### src/rtl/dbuf_pkg.sv
package dbuf_pkg;
  typedef enum logic {
    BUF_A = 1'b0,
    BUF_B = 1'b1
  } buf_sel_e;

  localparam int NBUF = 2;
endpackage

### src/rtl/dbuf_own_bit.sv
module dbuf_own_bit (
  input  logic clk,
  input  logic rst_n,
  input  logic give,
  input  logic clr,
  output logic own,
  output logic err
);
  logic own_q;
  logic err_q;

  // A give only counts on a host-owned buffer; a clear only arrives while owned.
  always_ff @(posedge clk) begin
    if (!rst_n) begin
      own_q <= 1'b0;
      err_q <= 1'b0;
    end else begin
      err_q <= give & own_q;
      if (clr)
        own_q <= 1'b0;
      else if (give)
        own_q <= 1'b1;
    end
  end

  assign own = own_q;
  assign err = err_q;

  AST_GIVE_TAKES: assert property (@(posedge clk) disable iff (!rst_n)
    (give && !own) |=> own);
  AST_ERR_ONLY_OWNED: assert property (@(posedge clk) disable iff (!rst_n)
    (give && own) |=> err);
  AST_ERR_CAUSE: assert property (@(posedge clk) disable iff (!rst_n)
    !give |=> !err);
endmodule

### src/rtl/dbuf_chan.sv
module dbuf_chan
  import dbuf_pkg::*;
(
  input  logic            clk,
  input  logic            rst_n,
  input  logic            en,
  input  logic [NBUF-1:0] give,
  input  logic            done,
  output logic            active,
  output logic [NBUF-1:0] own,
  output logic            ready,
  output logic [NBUF-1:0] irq,
  output logic [NBUF-1:0] err
);
  buf_sel_e        ptr_q;
  logic [NBUF-1:0] irq_q;
  logic [NBUF-1:0] clr;
  logic            fire;

  assign ready = en & own[ptr_q];
  assign fire  = done & ready;

  for (genvar b = 0; b < NBUF; b++) begin : g_buf
    assign clr[b] = fire & (ptr_q == buf_sel_e'(b));
    dbuf_own_bit u_bit (
      .clk  (clk),
      .rst_n(rst_n),
      .give (give[b]),
      .clr  (clr[b]),
      .own  (own[b]),
      .err  (err[b])
    );
  end

  always_ff @(posedge clk) begin
    if (!rst_n) begin
      ptr_q <= BUF_A;
      irq_q <= '0;
    end else begin
      irq_q <= clr;
      if (fire)
        ptr_q <= (ptr_q == BUF_A) ? BUF_B : BUF_A;
    end
  end

  assign active = ptr_q;
  assign irq    = irq_q;

  AST_IRQ_ONEHOT: assert property (@(posedge clk) disable iff (!rst_n)
    $onehot0(irq));
  AST_PTR_FLIPS: assert property (@(posedge clk) disable iff (!rst_n)
    (done && ready) |=> (active != $past(active)));
  AST_PTR_HOLDS: assert property (@(posedge clk) disable iff (!rst_n)
    !(done && ready) |=> $stable(active));
  AST_IRQ_A_FREES: assert property (@(posedge clk) disable iff (!rst_n)
    irq[0] |-> !own[0]);
  AST_IRQ_B_FREES: assert property (@(posedge clk) disable iff (!rst_n)
    irq[1] |-> !own[1]);
  AST_OFF_SILENT: assert property (@(posedge clk) disable iff (!rst_n)
    !en |-> !ready);
endmodule

### src/rtl/dbuf_own_ctrl.sv
module dbuf_own_ctrl
  import dbuf_pkg::*;
#(
  parameter int NCH = 2
) (
  input  logic                clk,
  input  logic                rst_n,
  input  logic [NCH-1:0]      dma_en,
  input  logic [NBUF*NCH-1:0] host_give,
  input  logic [NCH-1:0]      dev_done,
  output logic [NCH-1:0]      active_buf,
  output logic [NBUF*NCH-1:0] dev_own,
  output logic [NCH-1:0]      dev_ready,
  output logic [NBUF*NCH-1:0] done_irq,
  output logic [NBUF*NCH-1:0] give_err
);
  for (genvar c = 0; c < NCH; c++) begin : g_ch
    dbuf_chan u_chan (
      .clk   (clk),
      .rst_n (rst_n),
      .en    (dma_en[c]),
      .give  (host_give[NBUF*c +: NBUF]),
      .done  (dev_done[c]),
      .active(active_buf[c]),
      .own   (dev_own[NBUF*c +: NBUF]),
      .ready (dev_ready[c]),
      .irq   (done_irq[NBUF*c +: NBUF]),
      .err   (give_err[NBUF*c +: NBUF])
    );
  end

  AST_RESET_FREE: assert property (@(posedge clk)
    !rst_n |=> (dev_own == '0 && active_buf == '0));
endmodule

### config.mk
export PLATFORM = sky130hd
export DESIGN_NAME = dbuf_own_ctrl
export DESIGN_NICKNAME = d
export VERILOG_FILES = /design/src/rtl/dbuf_pkg.sv /design/src/rtl/dbuf_own_bit.sv /design/src/rtl/dbuf_chan.sv /design/src/rtl/dbuf_own_ctrl.sv
export SDC_FILE = /design/constraint.sdc
export NUM_CORES = 1
export LEC_CHECK = 0
export ABC_AREA = 1
export ABC_CLOCK_PERIOD_IN_PS = 1200
export CAP_MARGIN = 20
export CORE_MARGIN = 4
export CORE_UTILIZATION = 40
export DETAILED_ROUTE_END_ITERATION = 8
export PLACE_DENSITY = 0.76
export REMOVE_ABC_BUFFERS = 1
export SLEW_MARGIN = 15
export SYNTH_ARGS = -nofsm -noshare
export SYNTH_HDL_FRONTEND = slang
export SYNTH_SLANG_ARGS = --single-unit
export TNS_END_PERCENT = 1
### constraint.sdc
create_clock -name clk -period 1.2 [get_ports clk]
set_input_delay 0.18 -clock clk [delete_from_list [all_inputs] [get_ports clk]]
set_output_delay 0.18 -clock clk [all_outputs]
set_load 0.01 [all_outputs]
==> summary.md, run 1 <==
| Metric | Value |
|---|---|
| Placed Area | `868.3 um2` |
| Status | `completed` |
| Core ar. | `roughly 1400 um2` |
| Max-cap violations | `0` |
| Crit path DAT | `1020 ps` |
| Port-buffer cells | `25` |
| Final clock skew | `0.1511 ps` |
| Die height | `approximately 47 um` |
| Pre-antenna DRT Iters | `2` |
| Area leader, netlist | `dfxtp_1` |
| Vias per inst | `between 4 and 5` |
| I/O pin cnt | `26` |
| Critical-path cell list | `inv_2 > nand2_2 > a21oi_2 > buf_2` |
| CTS tree | `built` |
| DIE AREA | `2204 um2` |
| WL final | `1129 um` |
| Register area share after synthesis | `46.19%` |
| Antenna-violating nets left | `0` |
| CTS Hold Buffers Added | `0` |
| Root buffer cell | `clkbuf_4` |
| Dpl hpwl | `a little over 900 um` |
| #FFs+latches synth | `14` |
| Starting Density | `approximately 44%` |
| Max Fclk | `0.8334 GHz` |
| Top_reg_cell synth | `dfxtp_1` |
| ANT cells | `0` |
| Max stage delay on crit path | `roughly 340 ps` |
| FFs w/ async S/R, synth | `0%` |
| Top-count cell post-synth | `dfxtp_1` |
| Setup CP Type | `flip-flop to output pin` |
| Largest net degree at the start of global routing | `11` |
| Clock Path Buffers | `2` |
| Layout Nets | `117` |
| Fin area | `around 880 um2` |
| RePlAce Congestion | `0.6593` |
| Post-synth EDFFs | `0` |
| Final hold violation count | `0` |
| Netlist cell types | `13` |
| Synthesized instance count | `77` |
| Fin crit share | `99.99%` |
| Antenna violations before repair | `0` |
| Hold/Removal Path Class | `input port to flip-flop` |
| Leakage | `0.4684 nW` |
| Setup crit end kind | `output pin` |
| Remaining routing DRC violations | `0` |
| Headroom to the max-slew limit | `89.41%` |
| Clk slew on worst S/H paths | `80 ps` |
| Avg WL per Cell | `9.408 um` |
| First-pass GRT wire length | `about 1900 um` |
| RSZ-0062 raised after global routing | `true` |
| Commonest cells in the netlist | `dfxtp_1 (14), buf_4 (12), nor2_1 (12)` |
| Critical-path top delay cell | `dfxtp_2` |
| Vias post-DR | `519` |
| Cts bufs inserted | `3` |
| Fin crit period | `1200 ps` |
| Sink Count | `14` |
| Post-route core utilization | `between 60% and 70%` |
| Synth top area share | `46.19%` |
| Number of global-route vias before repair | `475` |
| Slew @ Worst Pin | `158.7 ps` |
| Worst path required time | `around 1000 ps` |
| Site row count | `13` |
| Final Max Slew Viols | `0` |
| Area delta synth->final | `44.54%` |
| Layout cells sized above 1 | `34.29%` |
| Setup TNS | `0 ps` |
| Power density cells | `1072 nW/um2` |
| Clk_lat worst skew | `270 ps` |
| Fillers | `146` |
| Setup Viol. Count Final | `0` |
| Global route overflow | `0` |
| Max VDD drop | `about 780 uV` |
| CP Launch Type | `flip-flop` |
| Max FO, Critical Path | `4` |
| Synthesized area | `606.8 um2` |
| Area contributors post-synth | `dfxtp_1 (46%), buf_4 (15%), nor2_1 (7.4%)` |
| Die Wd | `46.95 um` |
| First DRT Iteration DRCs | `1` |
| Gr usage total | `12.55%` |
| H-tree levels | `1` |
| Ys Warns | `0` |
| Syn_area_per_cell | `7.881 um2` |
worst max-delay path: cells and delay by family (launching register included):
kind,cells,cell delay (ps)
flip-flops,1,340
AND/OR/NAND/NOR,1,50
buffers and inverters,2,210
AO/OA/AOI/OAI,1,150
logic make-up after synthesis:
kind of cell / synth area share (%)
AO/OA/AOI/OAI: 4.537
AND/OR/NAND/NOR: 26.39
buffers and inverters: 22.89
flip-flops: 46.19
report_power, final:
part	internal (W)	leakage, nW	switching, W
logic	0.000102	0.338	0.0000803
registers	0.000488	0.116	0.0000128
clock network	0.000116	0.0138	0.000140
total	0.000706	0.468	0.000233
repair_timing:
item | CTS | global route
setup endpoints to repair | 16 | 6
gates resized for setup | 28 | 6
pin swaps | 0 | 1
buffers inserted | 0 | 1
endpoints found under the hold margin | 0 | 0
worst paths after layout:
check	startpoint	cells past startpoint	slack [ps]	endpoint
worst max register to register	g_ch[1].u_chan.active	8	150	g_ch[1].u_chan.g_buf[0].u_bit.own
worst max-delay path	g_ch[1].u_chan.active	4	0.1	dev_ready[1]
worst min-delay path	host_give[0]	3	460	g_ch[0].u_chan.g_buf[0].u_bit.err
worst min register to register	g_ch[1].u_chan.active	2	540	g_ch[1].u_chan.irq[1]
flip-flops by register name, summed over array words and instances (netlist names):
| register | flops |
|---|---|
| g_ch.u_chan.active | 2 |
| g_ch.u_chan.g_buf.u_bit.own | 4 |
| g_ch.u_chan.g_buf.u_bit.err | 4 |
| g_ch.u_chan.irq | 4 |
per-layer routing:
layer / routed length (um) / part of all wire, % / GRT usage, % / up-vias
li1: - / - / - / 281
met1: 496 / 44 / 13.43 / 222
met2: 529 / 47 / 20.60 / 16
met3: 103 / 9.1 / 8.046 / 0
met4: 0 / 0 / 3.315 / 0
met5: 0 / 0 / 0 / -
cell type report:
class	count	area (um2)	area share [%]
timing repair buffer	37	311.5	35.52
sequential	14	287.8	32.81
multi-input combinational	38	187.7	21.40
inverter	13	48.80	5.563
clock buffer	3	22.52	2.568
tap	15	18.77	2.140
metrics by stage:
step	instances	setup WS [ps]	power (W)	hold WS, ps
3_5_place_dp	116	-368.9	0.0007082	540.6
3_3_place_gp	116	-334.8	0.0007047	540.2
2_1_floorplan	65	197.6	0.0005799	302.7
4_1_cts	119	-5.845	0.0009522	452.1
6_report	120	0.1482	0.0009399	457.6
5_1_grt	120	-81.43	0.001011	463.5
placed cells by master (no fill, tap or decap), drive strengths merged:
master and n:
a21oi 4, buf 15, clkbuf 4, clkdlybuf4s15 3, clkdlybuf4s50 9, dfxtp 14, dlygate4sd2 9, inv 13
nand2 14, nand3 4, nand4 2, nor2 12, nor3 2
Power figures use the tool's default switching activity.
==> run 2, diff against run 1 <==
ABC_CLOCK_PERIOD_IN_PS = 1000   (was 1200)
CORE_UTILIZATION = 36   (was 40)
PLACE_DENSITY = 0.73   (was 0.76)
clock period = 1 ns   (was 1.2 ns; I/O delays follow)
==> summary.md, run 2 (synthesis results as in run 1) <==
| Metric | Value |
|---|---|
| Vias post-DR | `532 (+2.5%)` |
| Area delta synth->final | `48.45%` |
| Critical-path top delay cell | `dfxtp_2` |
| Failing checks | `setup timing` |
| Sink Count | `14 (unchanged)` |
| Clk slew on worst S/H paths | `70 ps (about the same)` |
| Vias per inst | `4.361 (+0.82%)` |
| Hold Crit Start | `host_give[2]` |
| Layout cells sized above 1 | `41.51% (+7.2 points)` |
| Die Wd | `49.06 um (+4.5%)` |
| H-tree levels | `1 (unchanged)` |
| Headroom to the max-slew limit | `89.14% (-0.27 points)` |
| Critical-path cell list | `inv_2 > nand2_2 > a21oi_2 > buf_2` |
| CTS Hold Buffers Added | `0 (unchanged)` |
| Reg2Reg Depth | `8 (unchanged)` |
| Cts bufs inserted | `3 (unchanged)` |
| I/O pin cnt | `26 (unchanged)` |
| Worst path required time | `850 ps (-170 ps)` |
| Final hold violation count | `0 (unchanged)` |
| Root buffer cell | `clkbuf_4` |
| Critical R2R Capture | `g_ch[1].u_chan.g_buf[0].u_bit.own` |
| Hold Path Cell Cnt | `3 (unchanged)` |
| Reg2reg start | `g_ch[1].u_chan.active` |
| Avg WL per Cell | `9.770 um (+3.8%)` |
| Most frequent cells in the layout | `nor2_1 (12), inv_1 (10), nand2_1 (10)` |
| Remaining routing DRC violations | `0 (unchanged)` |
| Setup CP Type | `flip-flop to output pin` |
| CTS tree | `built` |
| Die height | `49.06 um (+4.5%)` |
| R2R Setup Slk | `-60 ps (-210 ps)` |
| Status | `complete, but fails checks` |
| CP Launch Type | `flip-flop` |
| Slew @ Worst Pin | `162.7 ps (+4.037 ps)` |
| Power density cells | `1269 nW/um2 (+18%)` |
| First DRT Iteration DRCs | `6 (+5)` |
| Post-route setup slack | `-169.2 ps (-169.4 ps)` |
| Starting Density | `39.37% (-5.0 points)` |
| Number of global-route vias before repair | `457 (-3.8%)` |
| Port-buffer cells | `25 (unchanged)` |
| Max Fclk | `0.8553 GHz` |
| DIE AREA | `2406 um2 (+9.2%)` |
| Layout Nets | `118 (+0.85%)` |
| First-pass GRT wire length | `1856 um (-1.8%)` |
| Setup crit end kind | `output pin` |
| Setup Viol. Count Final | `5 (+5)` |
| Site row count | `14 (+1)` |
| Dpl hpwl | `936.7 um (+0.84%)` |
| Clk_lat worst skew | `270 ps (about the same)` |
| Fin crit period | `1169 ps` |
| RSZ-0062 raised after global routing | `true` |
| Antenna-violating nets left | `0 (unchanged)` |
| Final clock skew | `0.1716 ps (+0.02051 ps)` |
| Max FO, Critical Path | `4 (unchanged)` |
| Antenna violations before repair | `0 (unchanged)` |
| Core ar. | `1541 um2 (+13%)` |
| Pre-CTS setup slack | `-516.0 ps (-147.2 ps)` |
| WL final | `1192 um (+5.6%)` |
| Fin crit share | `116.9%` |
| Worst hold endpoint | `g_ch[1].u_chan.g_buf[0].u_bit.err` |
| Leakage | `0.4557 nW (-2.7%)` |
| Max VDD drop | `955.5 uV (+22%)` |
| Gr usage total | `10.02% (-2.5 points)` |
| Most common cell after layout, fill and taps aside | `nor2_1` |
| Crit path DAT | `1020 ps (about the same)` |
| RePlAce Congestion | `0.6938 (+5.2%)` |
| Global route overflow | `0 (unchanged)` |
| Final Max Slew Viols | `0 (unchanged)` |
| Clock Path Buffers | `2 (unchanged)` |
| Final std cells w/o fill | `122 (+1.7%)` |
| Largest net degree at the start of global routing | `11 (unchanged)` |
| Max stage delay on crit path | `350 ps (about the same)` |
| ANT cells | `0 (unchanged)` |
| Hold/Removal Path Class | `input port to flip-flop` |
| Pre-antenna DRT Iters | `4 (+2)` |
| Max-cap violations | `0 (unchanged)` |
| Dpl cells | `117 (+0.86%)` |
==> run 2: changes by cell type in the layout (fill, tap and decap cells not counted), sizes merged <==
cell and change:
clkdlybuf4s15 +1, clkbuf +3, buf +5, dlygate4sd2 -8
==> run 2: metrics by stage <==
step | power [W] | util (%) | TNS [ps] | hold slack (ps) | instance area, um2
after floorplan | 0.0006958 | - | -2.375 | 272.7 | 516.7
after global placement | 0.0008464 | 56.41 | -2535 | 545.8 | 869.6
after detailed placement | 0.0008507 | 56.41 | -2749 | 545.8 | 869.6
after CTS | 0.001169 | 59.58 | -462.5 | 419.9 | 918.4
after global routing | 0.001213 | 58.44 | -855.7 | 434.6 | 900.9
final | 0.001143 | 58.44 | -449.8 | 430.8 | 900.9
==> run 2: what timing repair did <==
action | in CTS | in global routing
pin swaps | 1 | 1
resized for setup | 59 | 5
setup buffers | 2 | 0
endpoints found under the setup margin | 17 | 14
cloned | 0 | 0
==> run 2: how the worst max path moves through the flow <==
| stage | startpoint | end | slack, ps | cells past startpoint |
|---|---|---|---|---|
| 6_report | g_ch[1].u_chan.active | dev_ready[1] | -170 | 4 |
| 5_1_grt | g_ch[1].u_chan.active | dev_ready[1] | -240 | 4 |
| 4_1_cts | g_ch[1].u_chan.active | dev_ready[1] | -170 | 4 |
| 3_5_place_dp | dma_en[1] | dev_ready[1] | -520 | 4 |
| 3_3_place_gp | dma_en[0] | dev_ready[0] | -470 | 4 |
| 2_1_floorplan | g_ch[0].u_chan.active | g_ch[0].u_chan.g_buf[0].u_bit.own | -2 | 5 |
==> run 2: where the power goes <==
group	internal, W	switching [W]
clock	0.000139	0.000158
combinational	0.000140	0.000102
sequential	0.000584	0.0000186
==> run 2: final cells by class <==
| class | instances | area, um2 |
|---|---|---|
| Fill cell | 136 | 640.6 |
| Timing Repair Buffer | 38 | 331.6 |
| Sequential cell | 14 | 290.3 |
| Multi-Input combinational cell | 38 | 187.7 |
| Inverter | 13 | 48.80 |
| Clock buffer | 3 | 22.52 |
| Tap cell | 16 | 20.02 |
==> run 2: worst max-delay path: cells and delay by family (launching register included) <==
| family | cells | cell delay [ps] |
|---|---|---|
| simple gates | 1 | 60 |
| flops | 1 | 350 |
| buf+inv | 2 | 210 |
| compound gates | 1 | 140 |
==> run 2: metal layers <==
metal / up-vias / part of all wire (%) / track usage, %
met5: - / 0 / 0
met4: 0 / 0 / 1.345
met3: 0 / 8.3 / 7.034
met2: 17 / 50 / 17.17
met1: 235 / 42 / 10.09
li1: 280 / - / -
==> run 3, diff against run 2 <==
CAP_MARGIN = 0   (was 20)
CTS_CLUSTER_SIZE = 10   (was default)
==> results of run 3 <==
The final DEF is identical to that of run 2; final timing and power are the same.
